### src/rtl/i2c_stat_pkg.sv
package i2c_stat_pkg;

  localparam int STAT_W = 8;

  // Slots of the flags built from a generic set/clear cell.
  localparam int SC_N    = 6;
  localparam int SC_MSTR = 0;
  localparam int SC_ARBL = 1;
  localparam int SC_XCOD = 2;
  localparam int SC_AMAT = 3;
  localparam int SC_STRT = 4;
  localparam int SC_STOP = 5;

  // One bit per slot: 1 means a set beats a same-cycle clear.
  localparam logic [SC_N-1:0] SC_SET_WINS = 6'b00_0010;

  // Field order is the register's bit order, MSB first.
  typedef struct packed {
    logic mstr;
    logic arbl;
    logic xcod;
    logic amat;
    logic xmit;
    logic ackd;
    logic strt;
    logic stop;
  } stat_t;

endpackage

### src/rtl/i2c_stat_addr.sv
module i2c_stat_addr #(
  parameter int ADDR_W = 8,
  parameter int NIB_W  = 4
) (
  input  logic [ADDR_W-1:0] rx_addr,
  input  logic [ADDR_W-1:0] own_addr,
  output logic              ext_hit,
  output logic              own_hit
);

  function automatic logic f_ext_code(input logic [ADDR_W-1:0] a);
    logic [NIB_W-1:0] hi;
    hi = a[ADDR_W-1 -: NIB_W];
    return (hi == '0) || (hi == '1);
  endfunction

  function automatic logic f_same(input logic [ADDR_W-1:0] a,
                                  input logic [ADDR_W-1:0] b);
    return (a ^ b) == '0;
  endfunction

  assign ext_hit = f_ext_code(rx_addr);
  assign own_hit = f_same(rx_addr, own_addr);

endmodule

### src/rtl/i2c_stat_flag.sv
module i2c_stat_flag #(
  parameter bit SET_WINS = 1'b0
) (
  input  logic clk,
  input  logic rst_n,
  input  logic set,
  input  logic clr,
  output logic q
);

  logic q_nxt;

  generate
    if (SET_WINS) begin : g_set_prio
      always_comb begin
        if (set)      q_nxt = 1'b1;
        else if (clr) q_nxt = 1'b0;
        else          q_nxt = q;
      end
    end else begin : g_clr_prio
      always_comb begin
        if (clr)      q_nxt = 1'b0;
        else if (set) q_nxt = 1'b1;
        else          q_nxt = q;
      end
    end
  endgenerate

  always_ff @(posedge clk) begin
    if (!rst_n) q <= 1'b0;
    else        q <= q_nxt;
  end

endmodule

### src/rtl/i2c_stat_evt.sv
module i2c_stat_evt
  import i2c_stat_pkg::*;
(
  input  logic            enable,
  input  logic            en_fall,
  input  logic            bus_release,
  input  logic            cpu_rd,
  input  logic            start_gen,
  input  logic            start_seen,
  input  logic            stop_seen,
  input  logic            arb_lost,
  input  logic            clk8_rise,
  input  logic            ext_hit,
  input  logic            own_hit,
  output logic [SC_N-1:0] set_vec,
  output logic [SC_N-1:0] clr_vec
);

  always_comb begin
    set_vec = '0;
    clr_vec = '0;

    set_vec[SC_MSTR] = start_gen;
    clr_vec[SC_MSTR] = stop_seen | arb_lost | bus_release | en_fall;

    // The enable gate on the set keeps a disabled controller cleared
    // even though this slot lets a set beat a read-clear.
    set_vec[SC_ARBL] = arb_lost & enable;
    clr_vec[SC_ARBL] = ~enable | cpu_rd;

    set_vec[SC_XCOD] = clk8_rise & ext_hit;
    clr_vec[SC_XCOD] = start_seen | stop_seen | bus_release | ~enable;

    set_vec[SC_AMAT] = clk8_rise & own_hit;
    clr_vec[SC_AMAT] = start_seen | bus_release | ~enable;

    set_vec[SC_STRT] = start_seen;
    clr_vec[SC_STRT] = stop_seen | ~enable;

    set_vec[SC_STOP] = stop_seen;
    clr_vec[SC_STOP] = start_seen | ~enable;
  end

endmodule

### src/rtl/i2c_stat_reg.sv
module i2c_stat_reg
  import i2c_stat_pkg::*;
#(
  parameter int ADDR_W = 8,
  parameter int NIB_W  = 4
) (
  input  logic              clk,
  input  logic              rst_n,
  input  logic              enable,
  input  logic              bus_release,
  input  logic              cpu_rd,
  input  logic              start_gen,
  input  logic              start_seen,
  input  logic              stop_seen,
  input  logic              arb_lost,
  input  logic              clk8_rise,
  input  logic              clk9_rise,
  input  logic              sda_in,
  input  logic              tx_mode,
  input  logic [ADDR_W-1:0] rx_addr,
  input  logic [ADDR_W-1:0] own_addr,
  output logic [STAT_W-1:0] status
);

  // Named internal events, also used by the bound checker.
  logic            en_q;
  logic            en_fall;
  logic            ext_hit;
  logic            own_hit;
  logic [SC_N-1:0] set_vec;
  logic [SC_N-1:0] clr_vec;
  logic [SC_N-1:0] sc_q;
  logic            xmit_q;
  logic            ackd_q;
  stat_t           stat_s;

  always_ff @(posedge clk) begin
    if (!rst_n) en_q <= 1'b0;
    else        en_q <= enable;
  end

  assign en_fall = en_q & ~enable;

  i2c_stat_addr #(
    .ADDR_W (ADDR_W),
    .NIB_W  (NIB_W)
  ) u_addr (
    .rx_addr  (rx_addr),
    .own_addr (own_addr),
    .ext_hit  (ext_hit),
    .own_hit  (own_hit)
  );

  i2c_stat_evt u_evt (
    .enable      (enable),
    .en_fall     (en_fall),
    .bus_release (bus_release),
    .cpu_rd      (cpu_rd),
    .start_gen   (start_gen),
    .start_seen  (start_seen),
    .stop_seen   (stop_seen),
    .arb_lost    (arb_lost),
    .clk8_rise   (clk8_rise),
    .ext_hit     (ext_hit),
    .own_hit     (own_hit),
    .set_vec     (set_vec),
    .clr_vec     (clr_vec)
  );

  generate
    for (genvar g = 0; g < SC_N; g++) begin : g_flag
      i2c_stat_flag #(
        .SET_WINS (SC_SET_WINS[g])
      ) u_flag (
        .clk   (clk),
        .rst_n (rst_n),
        .set   (set_vec[g]),
        .clr   (clr_vec[g]),
        .q     (sc_q[g])
      );
    end
  endgenerate

  // Acknowledge: a load on the ninth clock, cleared by bus conditions.
  always_ff @(posedge clk) begin
    if (!rst_n)                        ackd_q <= 1'b0;
    else if (start_seen || stop_seen)  ackd_q <= 1'b0;
    else if (clk9_rise)                ackd_q <= ~sda_in;
  end

  always_ff @(posedge clk) begin
    if (!rst_n) xmit_q <= 1'b0;
    else        xmit_q <= tx_mode;
  end

  always_comb begin
    stat_s      = '0;
    stat_s.mstr = sc_q[SC_MSTR];
    stat_s.arbl = sc_q[SC_ARBL];
    stat_s.xcod = sc_q[SC_XCOD];
    stat_s.amat = sc_q[SC_AMAT];
    stat_s.xmit = xmit_q;
    stat_s.ackd = ackd_q;
    stat_s.strt = sc_q[SC_STRT];
    stat_s.stop = sc_q[SC_STOP];
  end

  assign status = stat_s;

endmodule

### config.mk
export PLATFORM = sky130hd
export DESIGN_NAME = i2c_stat_reg
export DESIGN_NICKNAME = d
export VERILOG_FILES = /design/src/rtl/i2c_stat_pkg.sv /design/src/rtl/i2c_stat_addr.sv /design/src/rtl/i2c_stat_flag.sv /design/src/rtl/i2c_stat_evt.sv /design/src/rtl/i2c_stat_reg.sv
export SDC_FILE = /design/constraint.sdc
export NUM_CORES = 1
export LEC_CHECK = 0
export ABC_AREA = 1
export BUFFER_PORTS_ARGS = -buffer_cell sky130_fd_sc_hd__buf_2
export CAP_MARGIN = 40
export CORE_MARGIN = 4
export CORE_UTILIZATION = 42
export DETAILED_ROUTE_END_ITERATION = 8
export GPL_TIMING_DRIVEN = 0
export PLACE_DENSITY_LB_ADDON = 0.05
export SLEW_MARGIN = 20
export SYNTH_ARGS = -nofsm -noshare
export SYNTH_HDL_FRONTEND = slang
export SYNTH_SLANG_ARGS = --single-unit
### constraint.sdc
create_clock -name clk -period 1.9 [get_ports clk]
set_clock_uncertainty 0.1 [all_clocks]
set_input_delay 0.095 -clock clk [delete_from_list [all_inputs] [get_ports clk]]
set_output_delay 0.095 -clock clk [all_outputs]
set_load 0.02 [all_outputs]
* Word level (Yosys, flattened, before mapping) *
Cells that the tools add are included.

operators by class
  bitwise logic cells = 19
  reduce and logical (&&, ||, !) cells = 11
  eq/ne operators = 1
  muxes and demuxes = 2

operators by type and width
  operator            number
  $reduce_or 2->1     6
  $or 1x1->1          11
  $logic_not 8->1     1
  $xor 8x8->8         1
  $and 1x1->1         4
  $eq 4x4->1 const B  1
  $logic_not 4->1     1
  $not 1->1           3
  $logic_or 1x1->1    2
  $mux 1              2
  $reduce_bool 2->1   1

word-level totals
  register bits after elaboration = 9
  output and inout port bits = 8
  logic and storage cells = 42
  input port bits = 29

* Logic depth before layout (Yosys ltp) *
Gate-level depths: netlist (run 1).

  depth after elaboration = 4
  gate-level depth with buffers = 8
  mapped depth without buffers = 8

* Cells and area by module *
From an unflattened synthesis (run 1), not the netlist that was laid out.

second synthesis, totals
  cells, all modules = 115
  area, all modules = 613.1 µm²

modules (own cells, without submodules)
  module                                 sequential area each (µm²)  instances  cells an instance  area an instance (µm²)
  i2c_stat_addr                          0.0                         1          48                 185.2
  i2c_stat_flag at g_flag[0].u_flag ...  20.0                        5          5                  35.0
  i2c_stat_reg                           60.1                        1          16                 117.6
  i2c_stat_evt                           0.0                         1          20                 91.3
  i2c_stat_flag at g_flag[1].u_flag      20.0                        1          6                  43.8

* Worst setup path after synthesis (run 1) *
No wires, ideal clock.

  path type = register to register
  start = reg, netlist name ackd_q
  end = reg ackd_q
  arrival time = 0.617 ns
  setup time = 0.114 ns
  cell stages (with the launch flop) = 3
  required time = 1.686 ns
  setup slack = 1.069 ns
  path buffers = 0
  period minus slack after synthesis = 0.831 ns
  cell sequence = dfxtp_1 -> nor2_1 -> a2111oi_0

RTL lines
  item                    line                source
  end signal: assignment  i2c_stat_reg.sv:88  else if (clk9_rise) ackd_q <= ~sda_in;
  end: declaration        i2c_stat_reg.sv:34  logic ackd_q;

* Worst setup path after layout (run 1) *
  start = in stop_seen
  end = reg ackd_q

on the way
  cells in the longest elaborated chain, start to end = 2

RTL lines
  item                       line                source
  start: declaration         i2c_stat_reg.sv:14  input logic stop_seen,
  $logic_or 1x1->1           i2c_stat_reg.sv:87  else if (start_seen || stop_seen) ackd_q <= 1'b0;
  $reduce_or 2->1 (no line)  n/a

Every way passes these cells.
A chain may end at the register's enable or synchronous reset.

==> results of run 1 <==
-- cell type report --
class / instances / area [µm²]
plain buffers: 8 / 60.06
flip-flops and latches: 9 / 180.2
well taps: 14 / 17.52
fillers: 110 / 317.8
clock buffers: 4 / 26.28
repair buffers: 44 / 260.3
multi-input cells: 45 / 230.2
inverters: 21 / 78.83
-- worst paths after layout --
kind | startpoint | to | slack, ns | cells after the start
max | stop_seen | ackd_q$_SDFFE_PP0P_ | 0.22 | 6
min | bus_release | g_flag[3].u_flag.q$_SDFFE_PP0P_ | 0.01 | 4
max reg2reg | ackd_q$_SDFFE_PP0P_ | ackd_q$_SDFFE_PP0P_ | 0.46 | 3
min reg2reg | g_flag[2].u_flag.q$_SDFFE_PP0P_ | g_flag[2].u_flag.q$_SDFFE_PP0P_ | 0.36 | 2
-- registers in the layout (all words and copies together), names as in the netlist --
register and count:
g_flag.u_flag.q 6, en_q 1, ackd_q 1, xmit_q 1
-- worst min-delay path: stages --
cell and delay (ns):
sky130_fd_sc_hd__buf_2 0.11, sky130_fd_sc_hd__nor2_4 0.04, sky130_fd_sc_hd__inv_1 0.05, sky130_fd_sc_hd__a21oi_2 0.03
-- cell families after synthesis --
group,Yosys count,synth area share
AO/OA/AOI/OAI,9,0.1071
XOR/XNOR,2,0.03190
buffers and inverters,29,0.2529
flip-flops,9,0.3280
AND/OR/NAND/NOR,34,0.2802
-- per-stage QoR --
stage               utilization  std cells  hold WS, ns  power [mW]  worst slack [ns]
floorplan                     -         83      0.07307      0.2466             1.069
global placement         0.6378        133       0.1811      0.2883            0.9550
detailed placement       0.6378        133       0.1911      0.2910            0.9454
CTS                      0.7286        145      0.01050      0.4474            0.2413
global route             0.7286        145      0.01026      0.4757           0.03361
finish                   0.7286        145      0.01385      0.4452            0.2236
-- power breakdown --
group | leakage, nW | switching, mW | internal (mW)
Clock | 0.0150 | 0.0657 | 0.0809
Combinational | 0.417 | 0.0471 | 0.0554
Sequential | 0.0735 | 0.00201 | 0.194
-- layout by cell type, fill, tap and decap left out, drive strengths merged --
master       instances
nand3                3
dlygate4sd3          8
a2111oi              1
or2                  2
o21ai                2
xnor2                2
o22ai                2
nor2                 8
nand2               19
clkbuf               4
nand4                1
buf                 44
dfxtp                9
a21oi                4
inv                 21
nor4                 1
-- per-layer routing --
layer,GRT usage,routed length (µm),part of all wire,vias to the layer above
met1,0.1495,525,0.37,263
met2,0.3285,787,0.55,24
met4,0,0,0,0
met5,0,0,0,-
met3,0.07317,116,0.081,0
li1,-,-,-,335
==> flow_summary.html, run 1 <==
<table>
<tr><th>Metric</th><th>Value</th></tr>
<tr><th colspan="2">Place</th></tr>
<tr><td>Placement-stage cell area</td><td>747.0 µm²</td></tr>
<tr><td>Routability Congestion</td><td>0.7510</td></tr>
<tr><td>Sum of net half-perimeters after detailed placement</td><td>1.025 mm</td></tr>
<tr><td>IO Port Bufs</td><td>36</td></tr>
<tr><th colspan="2">STA</th></tr>
<tr><td>Final hold vios</td><td>0</td></tr>
<tr><td>Setup Total Neg Slack</td><td>0 ns</td></tr>
<tr><td>Highest clock rate</td><td>596.5 MHz</td></tr>
<tr><td>Max-slew violations</td><td>0</td></tr>
<tr><td>Max transition margin</td><td>0.7806</td></tr>
<tr><td>Final Cycle Share</td><td>0.8823</td></tr>
<tr><td>Least-Margin Pin Slew</td><td>0.3208 ns</td></tr>
<tr><td>Unrepaired setup endpoints after global routing</td><td>no</td></tr>
<tr><td>Final setup viols</td><td>0</td></tr>
<tr><td>Clock period minus worst slack</td><td>1.676 ns</td></tr>
<tr><th colspan="2">Critical path</th></tr>
<tr><td>Cell with the most instances on the worst path</td><td>sky130_fd_sc_hd__dlygate4sd3_1</td></tr>
<tr><td>Slowest cell on the critical path</td><td>sky130_fd_sc_hd__dlygate4sd3_1</td></tr>
<tr><td>CP Launch Type</td><td>input port</td></tr>
<tr><td>Max Fanout on Critical Path</td><td>3</td></tr>
<tr><td>Highest cell delay on the worst timing path</td><td>0.59 ns</td></tr>
<tr><td>Buffers plus inverters on the worst setup path</td><td>4</td></tr>
<tr><td>Critical path cell sequence</td><td>dlygate4sd3_1, buf_2, inv_1, nand2_1, a2111oi_0, dlygate4sd3_1</td></tr>
<tr><td>Startpoint-to-endpoint class of the critical path</td><td>in -&gt; reg</td></tr>
<tr><td>Top delay family on crit path</td><td>buffers and inverters</td></tr>
<tr><td>Crit end category</td><td>register</td></tr>
<tr><td>Arr. time, crit path</td><td>1.78 ns</td></tr>
<tr><td>Data required time at the worst endpoint</td><td>2.01 ns</td></tr>
<tr><th colspan="2">Drt</th></tr>
<tr><td>Number of detailed-routing iterations run before antenna repair</td><td>4</td></tr>
<tr><td>Mean number of vias per cell</td><td>4.290</td></tr>
<tr><td>Total vias in the final route</td><td>622</td></tr>
<tr><td>Final routed wirelength across all metal layers</td><td>1.429 mm</td></tr>
<tr><td>Iteration-0 DRC count of the detailed router</td><td>3</td></tr>
<tr><td>Post-route DRC</td><td>0</td></tr>
<tr><td>Antenna viol nets, final</td><td>0</td></tr>
<tr><td>Routed len/inst</td><td>9.855 µm</td></tr>
<tr><th colspan="2">Hold path</th></tr>
<tr><td>Min-delay worst type</td><td>in -&gt; reg</td></tr>
<tr><th colspan="2">Global route</th></tr>
<tr><td>First-pass GRT wire length</td><td>2.256 mm</td></tr>
<tr><td>Vias in the first global route</td><td>589</td></tr>
<tr><td>Overflow left after global routing</td><td>0</td></tr>
<tr><td>All-Layer GR Usage</td><td>0.1601</td></tr>
<tr><td>Pin count of the biggest net entering global routing</td><td>6</td></tr>
<tr><td>Antenna violations before repair</td><td>0</td></tr>
<tr><th colspan="2">Pwr</th></tr>
<tr><td>Power density over cell area</td><td>521.7 mW/mm²</td></tr>
<tr><td>Worst VDD drop</td><td>0.0006234 V</td></tr>
<tr><td>Standby leakage power</td><td>0.5051 nW</td></tr>
<tr><th colspan="2">CTS</th></tr>
<tr><td>Number of resized instances in the post-cts repair step</td><td>0</td></tr>
<tr><td>Number of buffers added to fix hold violations after cts</td><td>8</td></tr>
<tr><td>Clock tree root driver cell</td><td>sky130_fd_sc_hd__clkbuf_4</td></tr>
<tr><td>Clock slew seen by the registers of the worst setup and hold paths</td><td>0.06 ns</td></tr>
<tr><td># H-tree levels</td><td>1</td></tr>
<tr><td>CTS tree</td><td>yes</td></tr>
<tr><td>Num CTS Buffers</td><td>3</td></tr>
<tr><td>Clock insertion delay at the later pin of the skew report</td><td>0.26 ns</td></tr>
<tr><td>TritonCTS Sinks</td><td>9</td></tr>
<tr><td>Buffer levels on the longest clock path</td><td>2</td></tr>
<tr><td>Buffer count from post-CTS setup fixing</td><td>0</td></tr>
<tr><th colspan="2">Synthesis</th></tr>
<tr><td>Post-synth ARST share</td><td>0</td></tr>
<tr><td>Area of the mapped netlist</td><td>549.3 µm²</td></tr>
<tr><td>Top cell types by occurrence after synthesis</td><td>21 x sky130_fd_sc_hd__inv_1, 18 x sky130_fd_sc_hd__nand2_1, 9 x sky130_fd_sc_hd__dfxtp_1</td></tr>
<tr><td>Total number of yosys warnings</td><td>0</td></tr>
<tr><td>Synthesized netlist net count</td><td>112</td></tr>
<tr><td>Post-synth EDFFs</td><td>0</td></tr>
<tr><td>Synth area leader</td><td>sky130_fd_sc_hd__dfxtp_1</td></tr>
<tr><td>Register area share after synthesis</td><td>0.3280</td></tr>
<tr><td>Average size of a mapped cell</td><td>6.618 µm²</td></tr>
<tr><td>Cell with the most instances after synthesis</td><td>sky130_fd_sc_hd__inv_1</td></tr>
<tr><td>Unique masters post-synth</td><td>18</td></tr>
<tr><td>Synth top area cells</td><td>sky130_fd_sc_hd__dfxtp_1 33%, sky130_fd_sc_hd__inv_1 14%, sky130_fd_sc_hd__nand2_1 12%</td></tr>
<tr><td>Main synth FF type</td><td>sky130_fd_sc_hd__dfxtp_1</td></tr>
<tr><td>Post-Syn Instances</td><td>83</td></tr>
<tr><td>Count of state elements after synthesis</td><td>9</td></tr>
<tr><td>Top-area cell type share of the netlist area</td><td>0.3280</td></tr>
<tr><th colspan="2">Floorplan</th></tr>
<tr><td>Overall die height</td><td>44.17 µm</td></tr>
<tr><td>Initial standard-cell utilization of the core</td><td>0.4690</td></tr>
<tr><td>Ports</td><td>37</td></tr>
<tr><td>Overall die area</td><td>0.001951 mm²</td></tr>
<tr><td>Number of rows created at floorplan</td><td>12</td></tr>
<tr><td>Placeable Area</td><td>0.001171 mm²</td></tr>
<tr><td>Die outline width</td><td>44.17 µm</td></tr>
<tr><th colspan="2">Job</th></tr>
<tr><td>Total of max-cap violations</td><td>0</td></tr>
<tr><th colspan="2">Finish</th></tr>
<tr><td>Fraction of final layout cells sized beyond drive strength 1</td><td>0.4046</td></tr>
<tr><td>Total inserted antenna cells</td><td>0</td></tr>
<tr><td>Area growth syn-to-layout</td><td>55.35%</td></tr>
<tr><td>Layout Nets</td><td>161</td></tr>
<tr><td>Finished Cell Area</td><td>853.3 µm²</td></tr>
<tr><th colspan="2">Status</th></tr>
<tr><td>Outcome</td><td>completed</td></tr>
</table>
No activity file was read; power rests on OpenSTA's default activity.
==> run 2: changes to the inputs <==
==> constraint.sdc (replaced) <==
create_clock -name clk -period 2.1 [get_ports clk]
set_clock_uncertainty 0.1 [all_clocks]
set_input_delay 0.105 -clock clk [delete_from_list [all_inputs] [get_ports clk]]
set_output_delay 0.105 -clock clk [all_outputs]
set_load 0.02 [all_outputs]
==> flow_summary.html, run 2 (synthesized netlist as in run 1, its figures left out) <==
<table>
<tr><th>Metric</th><th>Value</th></tr>
<tr><th colspan="2">Status</th></tr>
<tr><td>Outcome</td><td>completed</td></tr>
<tr><th colspan="2">Drt</th></tr>
<tr><td>Final routed wirelength across all metal layers</td><td>1.401 mm</td></tr>
<tr><td>Total vias in the final route</td><td>618</td></tr>
<tr><td>Antenna viol nets, final</td><td>0</td></tr>
<tr><td>Number of detailed-routing iterations run before antenna repair</td><td>4</td></tr>
<tr><td>Mean number of vias per cell</td><td>4.292</td></tr>
<tr><td>Post-route DRC</td><td>0</td></tr>
<tr><td>Routed len/inst</td><td>9.729 µm</td></tr>
<tr><td>Iteration-0 DRC count of the detailed router</td><td>3</td></tr>
<tr><th colspan="2">Global route</th></tr>
<tr><td>First-pass GRT wire length</td><td>2.221 mm</td></tr>
<tr><td>Pin count of the biggest net entering global routing</td><td>6</td></tr>
<tr><td>Vias in the first global route</td><td>583</td></tr>
<tr><td>Overflow left after global routing</td><td>0</td></tr>
<tr><td>All-Layer GR Usage</td><td>0.1576</td></tr>
<tr><td>Antenna violations before repair</td><td>0</td></tr>
<tr><th colspan="2">Finish</th></tr>
<tr><td>Fraction of final layout cells sized beyond drive strength 1</td><td>0.4077</td></tr>
<tr><td>Total inserted antenna cells</td><td>0</td></tr>
<tr><td>Layout Nets</td><td>160</td></tr>
<tr><td>Register with the most flip-flops</td><td>g_flag.u_flag.q</td></tr>
<tr><td>Number of filler instances in the final layout</td><td>111</td></tr>
<tr><td>Commonest non-fill, non-tap cell in the layout</td><td>sky130_fd_sc_hd__buf_2</td></tr>
<tr><td>Max reg flops</td><td>6</td></tr>
<tr><td>Commonest cells after routing, fill and taps aside</td><td>36 x sky130_fd_sc_hd__buf_2, 21 x sky130_fd_sc_hd__inv_1, 18 x sky130_fd_sc_hd__nand2_1, 9 x sky130_fd_sc_hd__dfxtp_1, 8 x sky130_fd_sc_hd__buf_4</td></tr>
<tr><td>Area growth syn-to-layout</td><td>53.53%</td></tr>
<tr><th colspan="2">CTS</th></tr>
<tr><td>Number of resized instances in the post-cts repair step</td><td>0</td></tr>
<tr><td># H-tree levels</td><td>1</td></tr>
<tr><td>CTS tree</td><td>yes</td></tr>
<tr><td>Clock insertion delay at the later pin of the skew report</td><td>0.26 ns</td></tr>
<tr><td>Clock slew seen by the registers of the worst setup and hold paths</td><td>0.06 ns</td></tr>
<tr><td>Buffer levels on the longest clock path</td><td>2</td></tr>
<tr><td>Clock tree root driver cell</td><td>sky130_fd_sc_hd__clkbuf_4</td></tr>
<tr><td>TritonCTS Sinks</td><td>9</td></tr>
<tr><td>Num CTS Buffers</td><td>3</td></tr>
<tr><th colspan="2">Job</th></tr>
<tr><td>Total of max-cap violations</td><td>0</td></tr>
<tr><th colspan="2">STA</th></tr>
<tr><td>Setup Total Neg Slack</td><td>0 ns</td></tr>
<tr><td>Hold slack final</td><td>0.01308 ns</td></tr>
<tr><td>Least-Margin Pin Slew</td><td>0.3164 ns</td></tr>
<tr><td>Final Cycle Share</td><td>0.8025</td></tr>
<tr><td>Final hold vios</td><td>0</td></tr>
<tr><td>Unrepaired setup endpoints after global routing</td><td>no</td></tr>
<tr><td>Clock period minus worst slack</td><td>1.685 ns</td></tr>
<tr><td>Max-slew violations</td><td>0</td></tr>
<tr><td>Highest clock rate</td><td>593.4 MHz</td></tr>
<tr><td>Max transition margin</td><td>0.7836</td></tr>
<tr><td>Final setup viols</td><td>0</td></tr>
<tr><th colspan="2">Critical path</th></tr>
<tr><td>CP Launch Type</td><td>input port</td></tr>
<tr><td>Startpoint-to-endpoint class of the critical path</td><td>in -&gt; reg</td></tr>
<tr><td>Data required time at the worst endpoint</td><td>2.20 ns</td></tr>
<tr><td>Critical path destination</td><td>ackd_q$_SDFFE_PP0P_</td></tr>
<tr><td>Worst R2R Start</td><td>ackd_q$_SDFFE_PP0P_</td></tr>
<tr><td>Max Fanout on Critical Path</td><td>3</td></tr>
<tr><td>Worst R2R End</td><td>ackd_q$_SDFFE_PP0P_</td></tr>
<tr><td>Number of cell instances on the worst register-to-register path</td><td>3</td></tr>
<tr><td>Arr. time, crit path</td><td>1.79 ns</td></tr>
<tr><td>Internal reg-to-reg setup slack</td><td>0.66 ns</td></tr>
<tr><td>Crit end category</td><td>register</td></tr>
<tr><td>Start point of the critical path</td><td>stop_seen</td></tr>
<tr><th colspan="2">Hold path</th></tr>
<tr><td>Worst hold start</td><td>enable</td></tr>
<tr><td>Min-delay worst type</td><td>in -&gt; reg</td></tr>
<tr><td>Number of stages on the worst hold path</td><td>3</td></tr>
<tr><th colspan="2">Pwr</th></tr>
<tr><td>Sequential cell fraction of total power</td><td>0.444</td></tr>
<tr><td>Worst VDD drop</td><td>0.0005607 V</td></tr>
<tr><td>Clock network fraction of total power</td><td>0.327</td></tr>
<tr><td>Relative contribution of combinational cells to total power</td><td>0.228</td></tr>
<tr><td>Switching power as a share of total power</td><td>0.2547</td></tr>
<tr><td>Power density over cell area</td><td>473.5 mW/mm²</td></tr>
<tr><td>Internal power</td><td>0.2976 mW</td></tr>
<tr><td>Net switching power</td><td>0.1017 mW</td></tr>
<tr><td>Standby leakage power</td><td>0.5009 nW</td></tr>
<tr><td>PnR Total Power</td><td>0.3993 mW</td></tr>
<tr><th colspan="2">Floorplan</th></tr>
<tr><td>Ports</td><td>37</td></tr>
<tr><td>Number of rows created at floorplan</td><td>12</td></tr>
<tr><td>Overall die height</td><td>44.17 µm</td></tr>
<tr><td>Placeable Area</td><td>0.001171 mm²</td></tr>
<tr><td>Die outline width</td><td>44.17 µm</td></tr>
<tr><td>Overall die area</td><td>0.001951 mm²</td></tr>
<tr><td>Initial standard-cell utilization of the core</td><td>0.4690</td></tr>
<tr><th colspan="2">Place</th></tr>
<tr><td>IO Port Bufs</td><td>36</td></tr>
<tr><td>Routability Congestion</td><td>0.7510</td></tr>
<tr><td>Sum of net half-perimeters after detailed placement</td><td>1.025 mm</td></tr>
</table>
==> run 2: cell types whose count changed in the layout (fill, tap and decap cells not counted), sizes merged <==
| cell | change |
|---|---|
| dlygate4sd3 | -1 |
==> run 2: repair_timing <==
| action | in CTS | in global routing |
|---|---|---|
| endpoints found under the hold margin | 5 | 0 |
| buffers inserted | 0 | 0 |
| hold buffers | 7 | 0 |
==> run 2: final cells by class <==
type                    instances  area (µm²)  area share
plain buffers                   8       60.06     0.07122
clock buffers                   4       26.28     0.03116
inverters                      21       78.83     0.09347
multi-input cells              45       230.2      0.2730
flip-flops and latches          9       180.2      0.2137
well taps                      14       17.52     0.02077
repair buffers                 43       250.2      0.2967
==> run 2: power groups by stage <==
stage / Sequential [mW] / Clock [mW] / Combinational (mW)
2_1_floorplan: 0.181 / 0 / 0.0423
3_3_place_gp: 0.181 / 0 / 0.0797
3_5_place_dp: 0.181 / 0 / 0.0820
4_1_cts: 0.177 / 0.135 / 0.0907
5_1_grt: 0.178 / 0.149 / 0.102
6_report: 0.177 / 0.131 / 0.0911
==> run 2: metrics by stage <==
| step | std cells | utilization | cell area, µm² | setup WS [ns] |
|---|---|---|---|---|
| floorplan | 83 | - | 549.3 | 1.269 |
| global placement | 133 | 0.6378 | 747.0 | 1.145 |
| detailed placement | 133 | 0.6378 | 747.0 | 1.135 |
| CTS | 144 | 0.7201 | 843.3 | 0.4313 |
| global route | 144 | 0.7201 | 843.3 | 0.2236 |
| finish | 144 | 0.7201 | 843.3 | 0.4148 |
==> run 2: worst min path at each step <==
stage,endpoint
3_3_place_gp,xmit_q$_SDFF_PN0_
4_1_cts,g_flag[4].u_flag.q$_SDFFE_PP0P_
3_5_place_dp,xmit_q$_SDFF_PN0_
2_1_floorplan,g_flag[0].u_flag.q$_SDFFE_PP0P_
5_1_grt,g_flag[4].u_flag.q$_SDFFE_PP0P_
6_report,g_flag[4].u_flag.q$_SDFFE_PP0P_
==> run 2: routing by layer <==
metal	up-vias	part of all wire	GRT usage
li1	334	-	-
met1	256	0.36	0.1471
met2	28	0.55	0.3227
met3	0	0.092	0.07317
met4	0	0	0
met5	-	0	0
==> run 2: worst max-delay path: stages <==
cell and delay, ns:
sky130_fd_sc_hd__dlygate4sd3_1 0.54, sky130_fd_sc_hd__buf_2 0.13, sky130_fd_sc_hd__inv_1 0.08, sky130_fd_sc_hd__nand2_1 0.08
sky130_fd_sc_hd__a2111oi_0 0.26, sky130_fd_sc_hd__dlygate4sd3_1 0.59
